**src/rtl/msi_gen_pkg.sv**
```systemverilog
// Shared helpers for the MSI message generator.
package msi_gen_pkg;
    // Mask with the low g bits set (g up to 31).
    function automatic logic [31:0] low_mask(input int unsigned g);
        return (32'h1 << g) - 32'h1;
    endfunction
endpackage

```
**src/rtl/msi_src_slice.sv**
```systemverilog
// Per-source state: pending, outstanding and mask bits.
// Assumes take is only asserted for a source that is eligible.
module msi_src_slice (
    input  logic clk,
    input  logic rst_n,
    input  logic evt,
    input  logic svc,
    input  logic mset,
    input  logic mclr,
    input  logic take,
    output logic pend,
    output logic outs,
    output logic mask
);
    // Update the three state bits; new events, loads and mask set take precedence.
    always_ff @(posedge clk) begin
        if (!rst_n) begin
            pend <= 1'b0;
            outs <= 1'b0;
            mask <= 1'b0;
        end else begin
            pend <= evt | (pend & ~take);
            outs <= take | (outs & ~svc);
            mask <= mset | (mask & ~mclr);
        end
    end
endmodule

```
**src/rtl/msi_prio_pick.sv**
```systemverilog
// Fixed-priority picker: lowest set index wins.
// Output is one-hot (or zero) plus the binary index of the winner.
module msi_prio_pick #(
    parameter int N  = 32,
    parameter int IW = 5
) (
    input  logic [N-1:0]  req,
    output logic [N-1:0]  gnt,
    output logic [IW-1:0] idx,
    output logic          any
);
    // Scan from the top down so the lowest set index is the last written.
    always_comb begin
        idx = '0;
        for (int i = N - 1; i >= 0; i--) begin
            if (req[i]) idx = IW'(i);
        end
        any = |req;
        gnt = any ? (N'(1) << idx) : '0;
    end
endmodule

```
**src/rtl/msi_req_reg.sv**
```systemverilog
// Output request register with valid/ready handshake and data folding.
// Assumes load is only asserted when can_load is high.
module msi_req_reg #(
    parameter int ADDR_W  = 32,
    parameter int DATA_W  = 16,
    parameter int IW      = 5,
    parameter int GW      = 3,
    parameter int SRC_LOG = 5
) (
    input  logic              clk,
    input  logic              rst_n,
    input  logic              load,
    input  logic [IW-1:0]     idx,
    input  logic [ADDR_W-1:0] addr_in,
    input  logic [DATA_W-1:0] base_in,
    input  logic [GW-1:0]     glog,
    input  logic              ready,
    output logic              can_load,
    output logic              valid,
    output logic [ADDR_W-1:0] addr,
    output logic [DATA_W-1:0] data
);
    import msi_gen_pkg::*;

    logic [GW-1:0]     g_eff;
    logic [DATA_W-1:0] fold_msk;
    logic [DATA_W-1:0] folded;

    // Clamp the granted count and build the folded data word.
    always_comb begin
        g_eff    = (glog > GW'(SRC_LOG)) ? GW'(SRC_LOG) : glog;
        fold_msk = DATA_W'(low_mask(int'(g_eff)));
        folded   = (base_in & ~fold_msk) | (DATA_W'(idx) & fold_msk);
    end

    assign can_load = !valid || ready;

    // Hold the request until accepted; reload when a new source is chosen.
    always_ff @(posedge clk) begin
        if (!rst_n) begin
            valid <= 1'b0;
            addr  <= '0;
            data  <= '0;
        end else if (load) begin
            valid <= 1'b1;
            addr  <= addr_in;
            data  <= folded;
        end else if (ready) begin
            valid <= 1'b0;
        end
    end
endmodule

```
**src/rtl/msi_gen.sv**
```systemverilog
// MSI message generator top: per-source state, priority pick, request register.
// Assumes NUM_SRC is a power of two from 1 to 32 and DATA_W >= log2(NUM_SRC).
module msi_gen #(
    parameter int NUM_SRC = 32,
    parameter int ADDR_W  = 32,
    parameter int DATA_W  = 16,
    localparam int SRC_LOG = $clog2(NUM_SRC),
    localparam int IW      = (SRC_LOG > 0) ? SRC_LOG : 1,
    localparam int GW      = $clog2(SRC_LOG + 1) + 1
) (
    input  logic               clk,
    input  logic               rst_n,
    input  logic               cfg_en,
    input  logic [ADDR_W-1:0]  cfg_addr,
    input  logic [DATA_W-1:0]  cfg_data,
    input  logic [GW-1:0]      cfg_grant_log2,
    input  logic [NUM_SRC-1:0] src_evt,
    input  logic [NUM_SRC-1:0] svc_ack,
    input  logic [NUM_SRC-1:0] mask_set,
    input  logic [NUM_SRC-1:0] mask_clr,
    output logic               req_valid,
    input  logic               req_ready,
    output logic [ADDR_W-1:0]  req_addr,
    output logic [DATA_W-1:0]  req_data,
    output logic [NUM_SRC-1:0] pending_o,
    output logic [NUM_SRC-1:0] mask_o
);
    logic [NUM_SRC-1:0] pend_q;
    logic [NUM_SRC-1:0] outs_q;
    logic [NUM_SRC-1:0] mask_q;
    logic [NUM_SRC-1:0] elig;
    logic [NUM_SRC-1:0] take;
    logic [IW-1:0]      win_idx;
    logic               win_any;
    logic               can_load;

    // One state slice per source.
    for (genvar i = 0; i < NUM_SRC; i++) begin : g_src
        msi_src_slice u_slice (
            .clk  (clk),
            .rst_n(rst_n),
            .evt  (src_evt[i]),
            .svc  (svc_ack[i]),
            .mset (mask_set[i]),
            .mclr (mask_clr[i]),
            .take (take[i]),
            .pend (pend_q[i]),
            .outs (outs_q[i]),
            .mask (mask_q[i])
        );
    end

    // Eligible: pending, unmasked, not outstanding, enabled and register free.
    assign elig = pend_q & ~mask_q & ~outs_q & {NUM_SRC{cfg_en & can_load}};

    msi_prio_pick #(.N(NUM_SRC), .IW(IW)) u_pick (
        .req(elig),
        .gnt(take),
        .idx(win_idx),
        .any(win_any)
    );

    msi_req_reg #(
        .ADDR_W(ADDR_W), .DATA_W(DATA_W), .IW(IW), .GW(GW), .SRC_LOG(SRC_LOG)
    ) u_req (
        .clk     (clk),
        .rst_n   (rst_n),
        .load    (win_any),
        .idx     (win_idx),
        .addr_in (cfg_addr),
        .base_in (cfg_data),
        .glog    (cfg_grant_log2),
        .ready   (req_ready),
        .can_load(can_load),
        .valid   (req_valid),
        .addr    (req_addr),
        .data    (req_data)
    );

    assign pending_o = pend_q;
    assign mask_o    = mask_q;
endmodule

```
**config.mk**
```make
export PLATFORM = sky130hd
export DESIGN_NAME = msi_gen
export DESIGN_NICKNAME = d
export VERILOG_FILES = /design/src/rtl/msi_gen_pkg.sv /design/src/rtl/msi_src_slice.sv /design/src/rtl/msi_prio_pick.sv /design/src/rtl/msi_req_reg.sv /design/src/rtl/msi_gen.sv
export SDC_FILE = /design/constraint.sdc
export NUM_CORES = 1
export LEC_CHECK = 0
export BUFFER_PORTS_ARGS = -buffer_cell sky130_fd_sc_hd__buf_2
export CAP_MARGIN = 10
export CORE_MARGIN = 4
export CORE_UTILIZATION = 41
export CTS_CLUSTER_SIZE = 40
export DETAILED_ROUTE_END_ITERATION = 16
export PLACE_DENSITY_LB_ADDON = 0.08
export SLEW_MARGIN = 20
export SYNTH_ARGS = -nofsm -noshare
export SYNTH_HDL_FRONTEND = slang
export SYNTH_HIERARCHICAL = 1
export SYNTH_SLANG_ARGS = --single-unit
```
**constraint.sdc**
```tcl
create_clock -name clk -period 3.8 [get_ports clk]
set_clock_uncertainty 0.15 [all_clocks]
set_input_delay 0.76 -clock clk [delete_from_list [all_inputs] [get_ports clk]]
set_output_delay 0.76 -clock clk [all_outputs]
set_load 0.005 [all_outputs]
```
Yosys cells after proc, flatten, opt, wreduce, memory -nomap -nowiden:

Cells that the tools add are included.

* register bits after elaboration: 145

* add/subtract/negate cells: 1
* magnitude comparators: 1
* shift-type cells: 2
* mux-type cells: 36
* bitwise operators: 298
* reduce and logical (&&, ||, !) cells: 4

Operator list (number)
* $mux W5: 32
* $and A1 B1 Y1: 97
* $and A32 B32 Y32: 3
* $not A1 Y1: 96
* $or A1 B1 Y1: 96
* $not A32 Y32: 2
* $mux W32: 1
* $reduce_or A32 Y1: 1
* $shl A1 B5 Y32 const A: 1
* $and A16 B16 Y16: 1
* $and A5 B16 Y16: 1
* $not A16 Y16: 1
* $or A16 B16 Y16: 1
* $shl A1 B4 Y16 const A: 1
* $sub A16 B1 Y16 const B: 1
* $gt A4 B3 Y1 const B: 1
* $mux W4: 1
* $mux W1: 2
* $reduce_bool A2 Y1: 1
* $logic_not A1 Y1: 1
* $logic_or A1 B1 Y1: 1

Depth between registers and ports, before layout:

* word-level depth: 41
* depth in mapped cells: 14
* depth with buffers taken out: 11

By module:

The synthesis kept the hierarchy.

By module, submodules not included
* msi_src_slice: instances 32, cells each 9, area an instance 116.4 um^2, sequential area each 60.1 um^2
* msi_req_reg: instances 1, cells each 182, area an instance 1849.3 um^2, sequential area each 980.9 um^2
* msi_prio_pick: instances 1, cells each 116, area an instance 854.6 um^2, sequential area each 0.0 um^2
* msi_gen: instances 1, cells each 36, area an instance 770.7 um^2, sequential area each 0.0 um^2

Worst setup path after synthesis:

Ideal clock, no wire load.

* path type: input-to-reg
* start point: in req_ready
* end point: reg u_req.addr[10]
* arrival: 2982 ps
* required time: 3522 ps
* slack: 540 ps
* stages on the path: 12
* path buffers: 4
* cell sequence: nand2b_1 > nand2_2 > buf_6 > nor4b_4 > or4_4 > nor4b_4 > nand2_1 > clkbuf_1 > buf_4 > buf_4 > mux2i_1 > nor2_1

* longest elaborated chain between the ends: 4

RTL lines
* start, declared: line msi_gen.sv:22 `input logic req_ready,`
* $logic_or A1 B1 Y1: line msi_req_reg.sv:36 `assign can_load = !valid || ready;`
* $and A1 B1 Y1: line msi_gen.sv:54 `assign elig = pend_q & ~mask_q & ~outs_q & {NUM_SRC{cfg_en & can_load}};`
* $and A32 B32 Y32: line msi_gen.sv:54
* named net elig[28]: line msi_gen.sv:31 `logic [NUM_SRC-1:0] elig;`
* $reduce_or A32 Y1: line msi_prio_pick.sv:18 `any = |req;`
* named net win_any: line msi_gen.sv:34 `logic win_any;`
* end signal, assigned: line msi_req_reg.sv:46 `addr <= addr_in;`
* end, declared: line msi_req_reg.sv:20 `output logic [ADDR_W-1:0] addr,`

The timed path passes the listed nets, and every way through them passes these cells.
A chain may end at the register's enable or synchronous reset.

Worst setup path in the final report:

* start point: in req_ready
* end point: reg g_src[22].u_slice.pend

* longest elaborated chain between the ends: 40

RTL lines
* $logic_or A1 B1 Y1 *: line msi_req_reg.sv:36
* named net can_load: line msi_gen.sv:35 `logic can_load;`
* $and A1 B1 Y1 *: line msi_gen.sv:54
* $and A32 B32 Y32 *: line msi_gen.sv:54
* named net elig[31]: line msi_gen.sv:31
* $mux W5 (32 in series): line msi_prio_pick.sv:16 `if (req[i]) idx = IW'(i);`
* $shl A1 B5 Y32: line msi_prio_pick.sv:19 `gnt = any ? (N'(1) << idx) : '0;`
* $mux W32 *: line msi_prio_pick.sv:19
* named net take[22]: line msi_gen.sv:32 `logic [NUM_SRC-1:0] take;`
* $not A1 Y1 *: line msi_src_slice.sv:22 `pend <= evt | (pend & ~take);`
* $and A1 B1 Y1 *: line msi_src_slice.sv:22
* $or A1 B1 Y1 *: line msi_src_slice.sv:22
* end signal, assigned: line msi_src_slice.sv:22
* end, declared: line msi_src_slice.sv:11 `output logic pend,`

The timed path passes the listed nets; every way through them passes the cells marked *.

==> out/metrics.csv <==
metric,value,unit
ctsLongestPathBuffers,2,
io_buffers,296,
ys.flop_type,dfxtp_1,
grt_overflow,0,
cts_buffers,17,
finalWeightedCongestion,0.905,
cts_root_buf,clkbuf_16,
cts-resized-gates,0,
tritoncts,built,
drt_iter0_drc,181,
die_w,141,um
setup-tns-final,0,ns
fin_hold_ws,0.341,ns
worstPathCellList,"buf_2, nand2b_1, nand2_4, nor4b_1, nor2_1, o311ai_1, o311ai_0, a221o_1, buf_4, nor3_1, nor2b_1, o21a_1",
timing.critical_path.to_type,register,
final_antenna_net_count,0,
worst_max_slew_margin_expressed_relative_to_the_limit,61.6,%
status,finished clean,
ys_top_cells_by_area,"dfxtp_1 (40%), nor2b_4 (12%), nor4b_4 (10%)",
clock_latency,0.41,ns
cp_num_buf_inv,2,
worstPathMaxFanout,16,
post-cts-setup-buffers,0,
setup.reg_to_reg.worst_slack,0.62,ns
grt_setup_unrepaired,no,
whs_path_depth,2,
clk_sink_count,145,
cp_slowest_cell,nor4b_1,
floorplan.core_area,0.0172,mm2
slowest_delay,0.50,ns
worstSetupPathType,in -> reg,
row_count,48,
cellLeakagePower,4.43,nW
drc,0,
final_cell_area,0.00965,mm2
fin_nets,1123,
total_of_endpoints_with_negative_setup_slack_in_the_final_report,0,
postSynthCellCount,622,
worstMarginPinSlew,0.576,ns
postSynthRegisterBits,145,
post_synth_instance_area,0.00720,mm2
chipHeight,141,um
async_reset_ff_share,0,%
mostFrequentLayoutCell,buf_2,
yosysWarnings,6,
netlist.top_cell.by_area,dfxtp_1,
placed_cell_area,0.00901,mm2
hold_path.class,reg -> reg,
path_delay_family,simple AND/OR/NAND/NOR gates,
startpoint_type,primary input,
drt_wl_total,20.2,mm
detail_route.first_pass.iterations,5,
synth.net_count,807,
floorplan_die_area,0.0197,mm2
fillerInstances,1525,
finalHoldViolCount,0,
crit-reg2reg-launch,u_req/valid$_SDFFE_PN0P_,
synth_area_per_cell,11.6,um2
clk_transition_reported_paths,0.06,ns
synth_enable_flop_cells,0,
peakVddDrop,0.313,mV
synth_cell_types,61,
cap_viol_max_count,0,
finalWorstPathRequiredPeriod,3.32,ns
yosysTopAreaCellShare,40.3,%
crit_arrival,3.48,ns
multi_input_gate_area_in_the_final_layout,0.00412,mm2
timing.critical_path.required,3.96,ns
layout_common_cells,"buf_2 (295), dfxtp_1 (145), o21a_1 (98)",
layout_cell_share_with_drive_strength_beyond_1,49.9,%
final-seq-area,0.00290,mm2
routedWlPerCell,17.2,um
ys_seq_area_share,40.3,%
vias_in_the_first_global_route,6171,
maxSlewViolCount,0,
hpwl,15.9,mm
design_power_total,4.39,mW
worstRegToRegCells,11,
power-per-cell-area,455,mW/mm2
grt_max_degree,53,
cts.hold.buffers_added,0,
initial_standard_cell_utilization_of_the_core,41.8,%
route.vias.total,5835,
syn_to_final_growth,34.0,%
min_to,u_req/addr[16]$_SDFFE_PN0P_,
finalCritPeriodShare,87.4,%
global_route.usage.total,20.0,%
number_of_levels_in_the_clock_h_tree,4,
ioPinCount,297,
first_pass_grt_wire_length,31.8,mm
clock.fmax,0.301,GHz
viasPerCell,4.96,
antenna_violations_before_repair,0,
timing.rr.end,g_src[22].u_slice/pend$_SDFF_PN0_,
min_from,u_req/addr[16]$_SDFFE_PN0P_,
synthesized netlist by cell type, types with 4 or more instances:
| cell | number |
|---|---|
| nor4b_4 | 31 |
| nor3_2 | 9 |
| o21a_1 | 98 |
| o21ai_0 | 5 |
| a22oi_1 | 4 |
| buf_6 | 6 |
| nor3_1 | 24 |
| inv_1 | 6 |
| nand2b_1 | 4 |
| nor2b_4 | 64 |
| nor2b_1 | 36 |
| dfxtp_1 | 145 |
| clkbuf_1 | 6 |
| mux2i_1 | 42 |
| a21oi_1 | 6 |
| nor2_1 | 66 |
| nand2_1 | 6 |
metrics by stage:
| stage | std cells | util [%] | worst slack [ns] |
|---|---|---|---|
| finish | 1176 | 56.0 | 0.480 |
| global route | 1175 | 55.9 | 0.279 |
| CTS | 1175 | 55.9 | 0.506 |
| detailed placement | 1144 | 52.3 | 0.0674 |
| global placement | 1144 | 52.3 | 0.121 |
| floorplan | 622 | - | 0.540 |
kinds of logic after synthesis:
logic type	share of synthesized area, %
compound gates	14.5
xor+xnor	0.122
fa+ha+maj	0.174
buf+inv	2.59
flops	40.3
mux	5.84
simple gates	36.4
routing by layer:
| metal | GRT usage [%] | wire length (um) |
|---|---|---|
| met1 | 24.1 | 8320 |
| met2 | 35.0 | 10100 |
| met3 | 5.77 | 1570 |
| met4 | 5.61 | 229 |
| met5 | 0 | 0 |
flip-flops by register name, indices dropped and copies added (netlist names):
register	cells
g_src.u_slice/pend	32
u_req/data	16
g_src.u_slice/mask	32
g_src.u_slice/outs	32
u_req/valid	1
u_req/addr	32
worst max-delay path by stage:
stage                     startpoint                                 to  slack (ns)  depth (start not counted)
after floorplan            req_ready        u_req/addr[10]$_SDFFE_PN0P_        0.54                         12
after global placement     req_ready  g_src[22].u_slice/pend$_SDFF_PN0_        0.12                         12
after detailed placement   req_ready  g_src[22].u_slice/pend$_SDFF_PN0_        0.07                         12
after CTS                  req_ready  g_src[22].u_slice/pend$_SDFF_PN0_        0.51                         12
after global routing       req_ready  g_src[11].u_slice/pend$_SDFF_PN0_        0.28                         12
final                      req_ready  g_src[22].u_slice/pend$_SDFF_PN0_        0.48                         12
final cells by class:
type	count	area share [%]
diodes	1	0.0259
clock buffers	19	4.70
clock inverters	12	1.88
inverters	9	0.428
multi-input cells	448	42.7
flip-flops and latches	145	30.1
well taps	225	2.92
repair buffers	317	17.3
worst reg2reg max path: cells and delay by family (launching register included):
kind / cells / cell delay, ns
flops: 1 / 0.31
buf+inv: 1 / 0.24
simple gates: 6 / 1.31
compound gates: 4 / 1.08
report_power, final:
part           switching, mW  internal [mW]
logic                  0.455          0.423
registers             0.0880           1.63
clock network          0.660           1.14
Power figures use the tool's default switching activity.
